`config.mk`:
```
export PLATFORM = sky130hd
export DESIGN_NAME = mdio_master
export DESIGN_NICKNAME = d
export VERILOG_FILES = /design/src/rtl/mdio_pkg.sv /design/src/rtl/mdio_ctrl_reg.sv /design/src/rtl/mdio_clk_div.sv /design/src/rtl/mdio_frame_seq.sv /design/src/rtl/mdio_master.sv
export SDC_FILE = /design/constraint.sdc
export NUM_CORES = 1
export LEC_CHECK = 0
export CAP_MARGIN = 5
export CORE_MARGIN = 1
export CORE_UTILIZATION = 46
export CTS_BUF_LIST = sky130_fd_sc_hd__clkbuf_16
export CTS_CLUSTER_SIZE = 25
export DETAILED_ROUTE_END_ITERATION = 8
export MAX_ROUTING_LAYER = met4
export PLACE_DENSITY_LB_ADDON = 0.05
export SETUP_SLACK_MARGIN = 0.15
export SLEW_MARGIN = 40
export SYNTH_ARGS = -nofsm -noshare
export SYNTH_HDL_FRONTEND = slang
export SYNTH_HIERARCHICAL = 1
export SYNTH_SLANG_ARGS = --single-unit
```
`constraint.sdc`:
```
create_clock -name clk -period 2.5 [get_ports clk]
set_input_delay 0.5 -clock clk [delete_from_list [all_inputs] [get_ports clk]]
set_output_delay 0.5 -clock clk [all_outputs]
set_load 0.02 [all_outputs]
```
`src/rtl/mdio_pkg.sv`:
```
package mdio_pkg;

    localparam int CMD_W     = 32;
    localparam int PRE_LEN   = 32;
    localparam int IDX_W     = $clog2(CMD_W + PRE_LEN);
    localparam int DATA_W    = 16;
    localparam int REL_MSB   = 17;   // highest bit released on a read
    localparam int PRE_BIT   = 7;
    localparam int BUSY_BIT  = 8;

    localparam logic [1:0] OP_READ = 2'b10;

    typedef struct packed {
        logic [1:0]        st;
        logic [1:0]        op;
        logic [4:0]        phy;
        logic [4:0]        regad;
        logic [1:0]        ta;
        logic [DATA_W-1:0] data;
    } mdio_cmd_t;

    typedef enum logic [1:0] {
        SQ_IDLE  = 2'd0,
        SQ_SHIFT = 2'd1,
        SQ_GAP   = 2'd2
    } sq_state_e;

    // Index counts down; values at or above CMD_W are preamble positions.
    function automatic logic is_preamble(input logic [IDX_W-1:0] idx);
        return int'(idx) >= CMD_W;
    endfunction

    function automatic logic drives_bit(input logic [1:0] op,
                                        input logic [IDX_W-1:0] idx);
        if (is_preamble(idx))
            return 1'b1;
        if (op != OP_READ)
            return 1'b1;
        return int'(idx) > REL_MSB;
    endfunction

    function automatic logic frame_bit(input mdio_cmd_t cmd,
                                       input logic [IDX_W-1:0] idx);
        logic [CMD_W-1:0] raw;
        raw = cmd;
        if (is_preamble(idx))
            return 1'b1;
        return raw[idx[$clog2(CMD_W)-1:0]];
    endfunction

    function automatic logic captures_bit(input logic [1:0] op,
                                          input logic [IDX_W-1:0] idx);
        return (op == OP_READ) && (int'(idx) < DATA_W);
    endfunction

endpackage

```
`src/rtl/mdio_ctrl_reg.sv`:
```
module mdio_ctrl_reg #(
    parameter int          DIV_W     = 7,
    parameter logic [DIV_W-1:0] DIV_RESET = 7'h1a,
    parameter logic        PRE_RESET = 1'b1
) (
    input  logic             clk,
    input  logic             rst,
    input  logic             wr_en,
    input  logic [DIV_W-1:0] wr_div,
    input  logic             wr_pre,
    output logic [DIV_W-1:0] div,
    output logic             pre_en
);

    always_ff @(posedge clk) begin
        if (rst) begin
            div    <= DIV_RESET;
            pre_en <= PRE_RESET;
        end else if (wr_en) begin
            div    <= wr_div;
            pre_en <= wr_pre;
        end
    end

endmodule

```
`src/rtl/mdio_clk_div.sv`:
```
module mdio_clk_div #(
    parameter int DIV_W = 7
) (
    input  logic             clk,
    input  logic             rst,
    input  logic             run,
    input  logic [DIV_W-1:0] div,
    output logic             mdc,
    output logic             rise_p,
    output logic             fall_p
);

    logic [DIV_W-1:0] cnt;
    logic             half_done;

    assign half_done = run && (cnt >= div);
    assign rise_p    = half_done && !mdc;
    assign fall_p    = half_done && mdc;

    always_ff @(posedge clk) begin
        if (rst || !run) begin
            cnt <= '0;
            mdc <= 1'b0;
        end else if (half_done) begin
            cnt <= '0;
            mdc <= ~mdc;
        end else begin
            cnt <= cnt + 1'b1;
        end
    end

endmodule

```
`src/rtl/mdio_frame_seq.sv`:
```
module mdio_frame_seq
    import mdio_pkg::*;
(
    input  logic             clk,
    input  logic             rst,
    input  logic             wr_cmd,
    input  logic [CMD_W-1:0] wr_data,
    input  logic             pre_en,
    input  logic             rise_p,
    input  logic             fall_p,
    input  logic             mdio_i,
    output logic             busy,
    output logic [CMD_W-1:0] cmd_word,
    output logic             mdio_o,
    output logic             mdio_oe
);

    localparam logic [IDX_W-1:0] IDX_PRE   = IDX_W'(PRE_LEN + CMD_W - 1);
    localparam logic [IDX_W-1:0] IDX_NOPRE = IDX_W'(CMD_W - 1);

    sq_state_e        state;
    mdio_cmd_t        cmd_q;
    logic [IDX_W-1:0] bidx;
    logic             shifting;

    assign shifting = (state == SQ_SHIFT);
    assign busy     = (state != SQ_IDLE);
    assign cmd_word = cmd_q;
    assign mdio_oe  = shifting && drives_bit(cmd_q.op, bidx);
    assign mdio_o   = mdio_oe && frame_bit(cmd_q, bidx);

    always_ff @(posedge clk) begin
        if (rst) begin
            state <= SQ_IDLE;
            cmd_q <= '0;
            bidx  <= '0;
        end else begin
            unique case (state)
                SQ_IDLE: begin
                    if (wr_cmd) begin
                        cmd_q <= mdio_cmd_t'(wr_data);
                        bidx  <= pre_en ? IDX_PRE : IDX_NOPRE;
                        state <= SQ_SHIFT;
                    end
                end
                SQ_SHIFT: begin
                    if (rise_p && captures_bit(cmd_q.op, bidx))
                        cmd_q.data[bidx[$clog2(DATA_W)-1:0]] <= mdio_i;
                    if (fall_p) begin
                        if (bidx == '0)
                            state <= SQ_GAP;
                        else
                            bidx <= bidx - 1'b1;
                    end
                end
                SQ_GAP: begin
                    if (fall_p)
                        state <= SQ_IDLE;
                end
                default: state <= SQ_IDLE;
            endcase
        end
    end

endmodule

```
`src/rtl/mdio_master.sv`:
```
module mdio_master
    import mdio_pkg::*;
#(
    parameter int               DIV_W     = 7,
    parameter logic [DIV_W-1:0] DIV_RESET = 7'h1a,
    parameter logic             PRE_RESET = 1'b1
) (
    input  logic        clk,
    input  logic        rst,
    input  logic        reg_wr,
    input  logic        reg_sel,
    input  logic [31:0] reg_wdata,
    output logic [31:0] reg_rdata,
    output logic        mdc,
    output logic        mdio_o,
    output logic        mdio_oe,
    input  logic        mdio_i
);

    logic [DIV_W-1:0] div;
    logic             pre_en;
    logic             busy;
    logic             rise_p;
    logic             fall_p;
    logic [CMD_W-1:0] cmd_q;
    logic [31:0]      ctrl_word;

    mdio_ctrl_reg #(
        .DIV_W    (DIV_W),
        .DIV_RESET(DIV_RESET),
        .PRE_RESET(PRE_RESET)
    ) u_ctrl (
        .clk   (clk),
        .rst   (rst),
        .wr_en (reg_wr && !reg_sel),
        .wr_div(reg_wdata[DIV_W-1:0]),
        .wr_pre(reg_wdata[PRE_BIT]),
        .div   (div),
        .pre_en(pre_en)
    );

    mdio_clk_div #(
        .DIV_W(DIV_W)
    ) u_clk (
        .clk   (clk),
        .rst   (rst),
        .run   (busy),
        .div   (div),
        .mdc   (mdc),
        .rise_p(rise_p),
        .fall_p(fall_p)
    );

    mdio_frame_seq u_seq (
        .clk     (clk),
        .rst     (rst),
        .wr_cmd  (reg_wr && reg_sel),
        .wr_data (reg_wdata),
        .pre_en  (pre_en),
        .rise_p  (rise_p),
        .fall_p  (fall_p),
        .mdio_i  (mdio_i),
        .busy    (busy),
        .cmd_word(cmd_q),
        .mdio_o  (mdio_o),
        .mdio_oe (mdio_oe)
    );

    always_comb begin
        ctrl_word              = '0;
        ctrl_word[DIV_W-1:0]   = div;
        ctrl_word[PRE_BIT]     = pre_en;
        ctrl_word[BUSY_BIT]    = busy;
    end

    assign reg_rdata = reg_sel ? cmd_q : ctrl_word;

endmodule

```
==> impl_metrics.tcl, run 1 <==
set metrics [dict create \
    crit_fanout 3 \
    netlist_area_um2 3388 \
    gp_congestion 0.8428 \
    regToRegStartpoint "u_clk/cnt[0]" \
    min_from "u_clk/cnt[0]" \
    synth.distinct_cells 56 \
    drv_slew 0 \
    postRouteAntennaNets 0 \
    grt_pass1_wl_mm 14.61 \
    placed_cells 582 \
    cap_violations 0 \
    most-common-layout-cells "nand2_1, dfxtp_1, a21oi_1" \
    p_leak_nw 1.918 \
    row_count 30 \
    grt.overflow.total 0 \
    die_x_um 87.83 \
    syn_area_per_cell_um2 8.264 \
    worstPathArrival_ps 1950 \
    cts_sinks 56 \
    layout.nets 548 \
    cts_tree "done" \
    switchingPower_w 0.0006016 \
    slowest_stage "mux4_2" \
    critPathLaunch "u_seq/bidx[0]" \
    fmax_mhz 407.7 \
    p_clk_share_pct 29.2 \
    tightest_slew_ps 575.9 \
    fin_cells 593 \
    drtIter0Drc 215 \
    port_buffers 71 \
    cts.htree.levels 2 \
    comb_power_share_pct 25.6 \
    drive_above_1_share_pct 19.32 \
    crit_buf_inv 2 \
    diodes 0 \
    synth_warnings 6 \
    grt_pass1_vias 3070 \
    start_util_pct 48.79 \
    wl_mm 9.256 \
    fin_crit_sh_pct 98.10 \
    period_needed_ps 2453 \
    synthArstFlopShare_pct 0 \
    path_class "flip-flop to output pin" \
    fillers 595 \
    synthFlopType "dfxtp_1" \
    ioPinCount 72 \
    antenna_found_initial 0 \
    drcViolationCount 0 \
    startpoint_type "flip-flop" \
    intPower_w 0.001572 \
    dieArea_um2 7713 \
    setup_viol 0 \
    routedWlPerCell_um 15.61 \
    synth_seq_cells 56 \
    required_ps 2000 \
    dpl.hpwl_mm 6.573 \
    relSlewSlack_pct 61.61 \
    hold_class "flip-flop to flip-flop" \
    ir_drop_v 0.0003000 \
    vias 3231 \
    p_seq_share_pct 45.2 \
    hold_viol 0 \
    status "completed" \
    root_buffer "clkbuf_16" \
    die_h_um 87.83 \
    hold_ws_ps 435.0 \
    final_common_cell "nand2_1" \
    cts.clk_slew.worst_paths_ps 60 \
    skew_ps 3.522 \
    first_pass_iters 4 \
    cpMostUsedCell "buf_6" \
    sw_frac_of_total_pct 27.67 \
    clk_path_buf_depth 2 \
    rsz0062_at_grt "true" \
    core_um2 6944 \
    path_delay_family "multiplexers" \
    critPathMaxStageDelay_ps 490 \
    seq_area_frac_synth_pct 33.09 \
    syn-instance-count 410 \
    pwr_density_cell_nw_per_um2 469.5 \
    syn2layout_area_growth_pct 36.67 \
    crit_chain "buf_6 -> mux4_2 -> mux2_4 -> nand2_2 -> nand4b_1 -> and3_4 -> buf_6" \
    grt_max_degree 38 \
    endpoint_kind "output pin" \
    synth_edf_count 0 \
    clkLatencyLatePin_ps 280 \
    viasPerCell 5.449 \
    grt_use_total_pct 25.14 \
    numCtsBuffers 5 \
    syn_nets 459 \
]
## power groups by stage
stage	Sequential, W	Combinational (W)	Clock (W)
after CTS	0.000980	0.000526	0.000656
final	0.000982	0.000557	0.000635
after global placement	0.000999	0.000526	0
after detailed placement	0.00100	0.000533	0
after global routing	0.000987	0.000602	0.000693
after floorplan	0.000987	0.000322	0
## worst paths after layout
check | to | slack (ps) | depth (start not counted)
min reg2reg | u_clk/cnt[0] | 440 | 1
max reg2reg | u_seq/cmd_word[13] | 230 | 10
max | mdio_o | 50 | 7
min | u_clk/cnt[0] | 440 | 1
## synthesized netlist by cell type (5+ instances only)
| cell | n | area (um^2) |
|---|---|---|
| mux4_2 | 6 | 135.1 |
| mux2i_1 | 8 | 80.08 |
| mux2_4 | 5 | 75.07 |
| nor2_1 | 25 | 93.84 |
| and2_1 | 24 | 150.1 |
| nand3_1 | 7 | 35.03 |
| mux2_2 | 6 | 67.56 |
| inv_1 | 15 | 56.30 |
| nor3_1 | 5 | 25.02 |
| ha_1 | 12 | 150.1 |
| clkbuf_1 | 17 | 63.81 |
| nor2b_1 | 5 | 31.28 |
| dfxtp_1 | 56 | 1121 |
| a21oi_1 | 39 | 195.2 |
| o21ai_0 | 7 | 35.03 |
| buf_2 | 6 | 30.03 |
| a211oi_1 | 17 | 127.6 |
| o22ai_1 | 11 | 68.82 |
| nand2_1 | 76 | 285.3 |
## metal layers
layer  wire, um  vias to the layer above  track usage [%]
li1           -                     1611                -
met1       4216                     1542            31.12
met2       4639                       70            42.14
met3        278                        8            4.147
met4        121                        0            7.004
met5          0                        -                -
## cell type report
class / instances / area (um^2) / area share [%]
tap: 96 / 120.1 / 2.594
timing repair buffer: 109 / 1031 / 22.26
multi-input combinational: 312 / 2168 / 46.83
inverter: 15 / 58.81 / 1.270
clock buffer: 5 / 125.1 / 2.702
sequential: 56 / 1127 / 24.34
## kinds of logic (layout without fill, tap and decap cells)
group	count (synthesis)	count (layout)	synth area share, %
compound gates	98	100	19.50
xor+xnor	8	8	2.068
fa+ha+maj	12	12	4.431
buf+inv	44	129	5.982
flops	56	56	33.09
mux	25	25	10.56
simple gates	167	167	24.37
## stage by stage
stage,util [%],worst slack (ps),instance area [um^2],power [W],TNS [ps]
detailed placement,63.15,-80.58,4385,0.001533,-1433
global route,66.68,1.791,4631,0.002281,0
global placement,63.15,-63.58,4385,0.001525,-935.9
CTS,64.77,18.47,4498,0.002162,0
finish,66.68,47.49,4631,0.002174,0
floorplan,-,122.0,3403,0.001308,0
## worst reg2reg max path, cell delays in order (launching register included)
cell and delay [ps]:
dfxtp_2 350, inv_1 50, ha_1 260, nand2b_4 150, a2111oi_4 310, o21a_1 180, nor3_1 50, and3b_2 260
a31o_4 280, a21oi_1 180, a211oi_2 70
## flip-flops by register name, summed over array words and instances (netlist names)
register        flops
u_clk/cnt           7
u_clk/mdc           1
u_ctrl/div          7
u_ctrl/pre_en       1
u_seq/bidx          6
u_seq/cmd_word     32
u_seq/state         2
## timing repair
action / 4_1_cts / 5_1_grt
cloned: 2 / 1
setup buffers: 0 / 3
hold buffers: 0 / 0
resized for setup: 45 / 24
pin swaps: 3 / 5
endpoints found under the setup margin: 50 / 22
No activity file was read; power rests on OpenSTA's default activity.
==> run 2: changes to the inputs <==
Settings changed: CTS_CLUSTER_SIZE 25 to 8.
==> results of run 2 <==
Same layout as run 1: the final DEF is identical, and so are final timing and power.
==> run 3: changes to the inputs <==
Settings changed: CORE_UTILIZATION 46 to 50, PLACE_DENSITY set to 0.9, PLACE_DENSITY_LB_ADDON 0.05 to not set, SLEW_MARGIN 40 to 20.
Clock period 2.5 ns to 2.8 ns, I/O delays scaled along.
==> run 3 against run 2 <==
Compared with the run above:
- the flow now finishes with violations (DRC)
- flip-flop and latch count unchanged
- sequential power decreased by 9.7%
- largest power group unchanged
- critical path type is now primary input to output pin
- final area down 6.3%
==> impl_metrics.tcl, run 3 (synthesized netlist as in run 1, its figures left out) <==
set metrics [dict create \
    status "finished with violations" \
    violations "DRC" \
    pwr_density_cell_nw_per_um2 443.9 \
    setup_viol 0 \
    cap_violations 0 \
    clkLatencyLatePin_ps 290 \
    die_x_um 84.32 \
    p_seq_share_pct 46.1 \
    cts_tree "done" \
    comb_power_share_pct 22.8 \
    dieArea_um2 7110 \
    cts-hold-fix-buffers 0 \
    layout.nets 524 \
    grtUsageMet1_pct 31.78 \
    viasPerCell 5.984 \
    startpoint_type "primary input" \
    fin_cells 552 \
    required_ps 2240 \
    wl_mm 8.963 \
    drv_slew 0 \
    gp_congestion 0.9009 \
    min_from "u_seq/cmd_word[19]" \
    grt_pass1_wl_mm 14.68 \
    period_needed_ps 2587 \
    cts.htree.levels 2 \
    cts.clk_slew.worst_paths_ps 70 \
    vias 3303 \
    hold_depth 2 \
    ir_drop_v 0.0003672 \
    fmax_mhz 386.5 \
    dpl.hpwl_mm 6.410 \
    numCtsBuffers 5 \
    worstPathArrival_ps 2030 \
    placed_cells 545 \
    grt_util_met3_pct 3.441 \
    p_leak_nw 1.657 \
    tightest_slew_ps 502.3 \
    crit_fanout 34 \
    path_delay_family "buffers and inverters" \
    hold_class "flip-flop to flip-flop" \
    drcViolationCount 4 \
    busiest_layer "met2" \
    start_util_pct 52.46 \
    hold_end "u_seq/cmd_word[19]" \
    cts_sinks 56 \
    p_total_w 0.001925 \
    fin_tns_setup_ps 0 \
    slowest_stage "clkdlybuf4s50_1" \
    routedWlPerCell_um 16.24 \
    antenna_found_initial 0 \
    path_class "primary input to output pin" \
    most-common-layout-cells "nand2_1, clkdlybuf4s50_1, dfxtp_1" \
    use_met2_pct 45.08 \
    final_common_cell "nand2_1" \
    core_um2 6459 \
    rsz0062_at_grt "false" \
    fin_crit_sh_pct 92.40 \
    hold_viol 0 \
    grt.overflow.total 0 \
    drive_above_1_share_pct 12.42 \
    port_buffers 71 \
    drtIter0Drc 193 \
    cpMostUsedCell "clkdlybuf4s50_1" \
    utilization_pct 67.16 \
    endpoint_kind "output pin" \
    reg2reg_depth 11 \
    grt_max_degree 38 \
    syn2layout_area_growth_pct 28.03 \
    intPower_w 0.001382 \
    switchingPower_w 0.0005439 \
    grt_pass1_vias 3128 \
    critPathMaxStageDelay_ps 610 \
    ioPinCount 72 \
    crit_chain "clkdlybuf4s50_1 -> buf_12 -> and2_1 -> clkdlybuf4s50_1" \
    worst-r2r-setup-slack_ps 310 \
    diodes 0 \
    grt_use_total_pct 26.52 \
    crit_buf_inv 3 \
    postRouteAntennaNets 0 \
    clk_path_buf_depth 2 \
    rr_endpoint "u_seq/cmd_word[1]" \
    post_cts_buffers 0 \
    sw_frac_of_total_pct 28.25 \
    root_buffer "clkbuf_16" \
    die_h_um 84.32 \
    p_clk_share_pct 31.1 \
    relSlewSlack_pct 66.44 \
    row_count 29 \
    regToRegStartpoint "u_clk/cnt[0]" \
    first_pass_iters 9 \
    skew_ps 4.189 \
    largest_register_ff_count 32 \
]
-- run 3: worst max-delay path by stage --
stage,from,to,cells after the start
6_report,reg_sel,reg_rdata[13],4
5_1_grt,u_ctrl/div[6],u_seq/cmd_word[4],10
4_1_cts,u_seq/bidx[0],mdio_o,6
3_5_place_dp,reg_sel,reg_rdata[0],4
3_3_place_gp,reg_sel,reg_rdata[3],4
2_1_floorplan,u_seq/bidx[0],mdio_o,8
-- run 3: power groups by stage --
stage | combinational, W | clock [W] | sequential, W
after global placement | 0.000425 | 0 | 0.000902
after global routing | 0.000472 | 0.000641 | 0.000893
after CTS | 0.000434 | 0.000604 | 0.000886
after floorplan | 0.000284 | 0 | 0.000881
after detailed placement | 0.000437 | 0 | 0.000903
final | 0.000440 | 0.000598 | 0.000887
-- run 3: layout make-up --
class	instances	area (um^2)
flip-flops and latches	56	1129
well taps	77	96.34
repair buffers	87	838.3
multi-input cells	310	2081
clock buffers	5	125.1
fillers	521	2121
inverters	15	56.30
clock inverters	2	12.51
-- run 3: tightest hold or removal path, stage by stage, from the launching register on --
cell	delay, ps
dfxtp_1	320
nand2_1	50
a21oi_1	50
-- run 3: per-layer routing --
layer	wire (um)	up-vias
met1	3607	1543
met3	665	29
met4	231	0
met5	0	-
li1	-	1559
met2	4459	172
-- run 3: repair_timing --
action	4_1_cts	5_1_grt
gates resized for setup	14	4
endpoints found under the setup margin	15	12
pin swaps	0	2
-- run 3: through the flow --
step / instance area, um^2 / setup slack (ps) / hold WS (ps)
5_1_grt: 4338 / 160.3 / 490.2
2_1_floorplan: 3388 / 255.0 / 429.7
4_1_cts: 4337 / 85.53 / 466.7
6_report: 4338 / 212.9 / 466.6
3_5_place_dp: 4202 / 75.35 / 456.9
3_3_place_gp: 4202 / 98.30 / 440.8
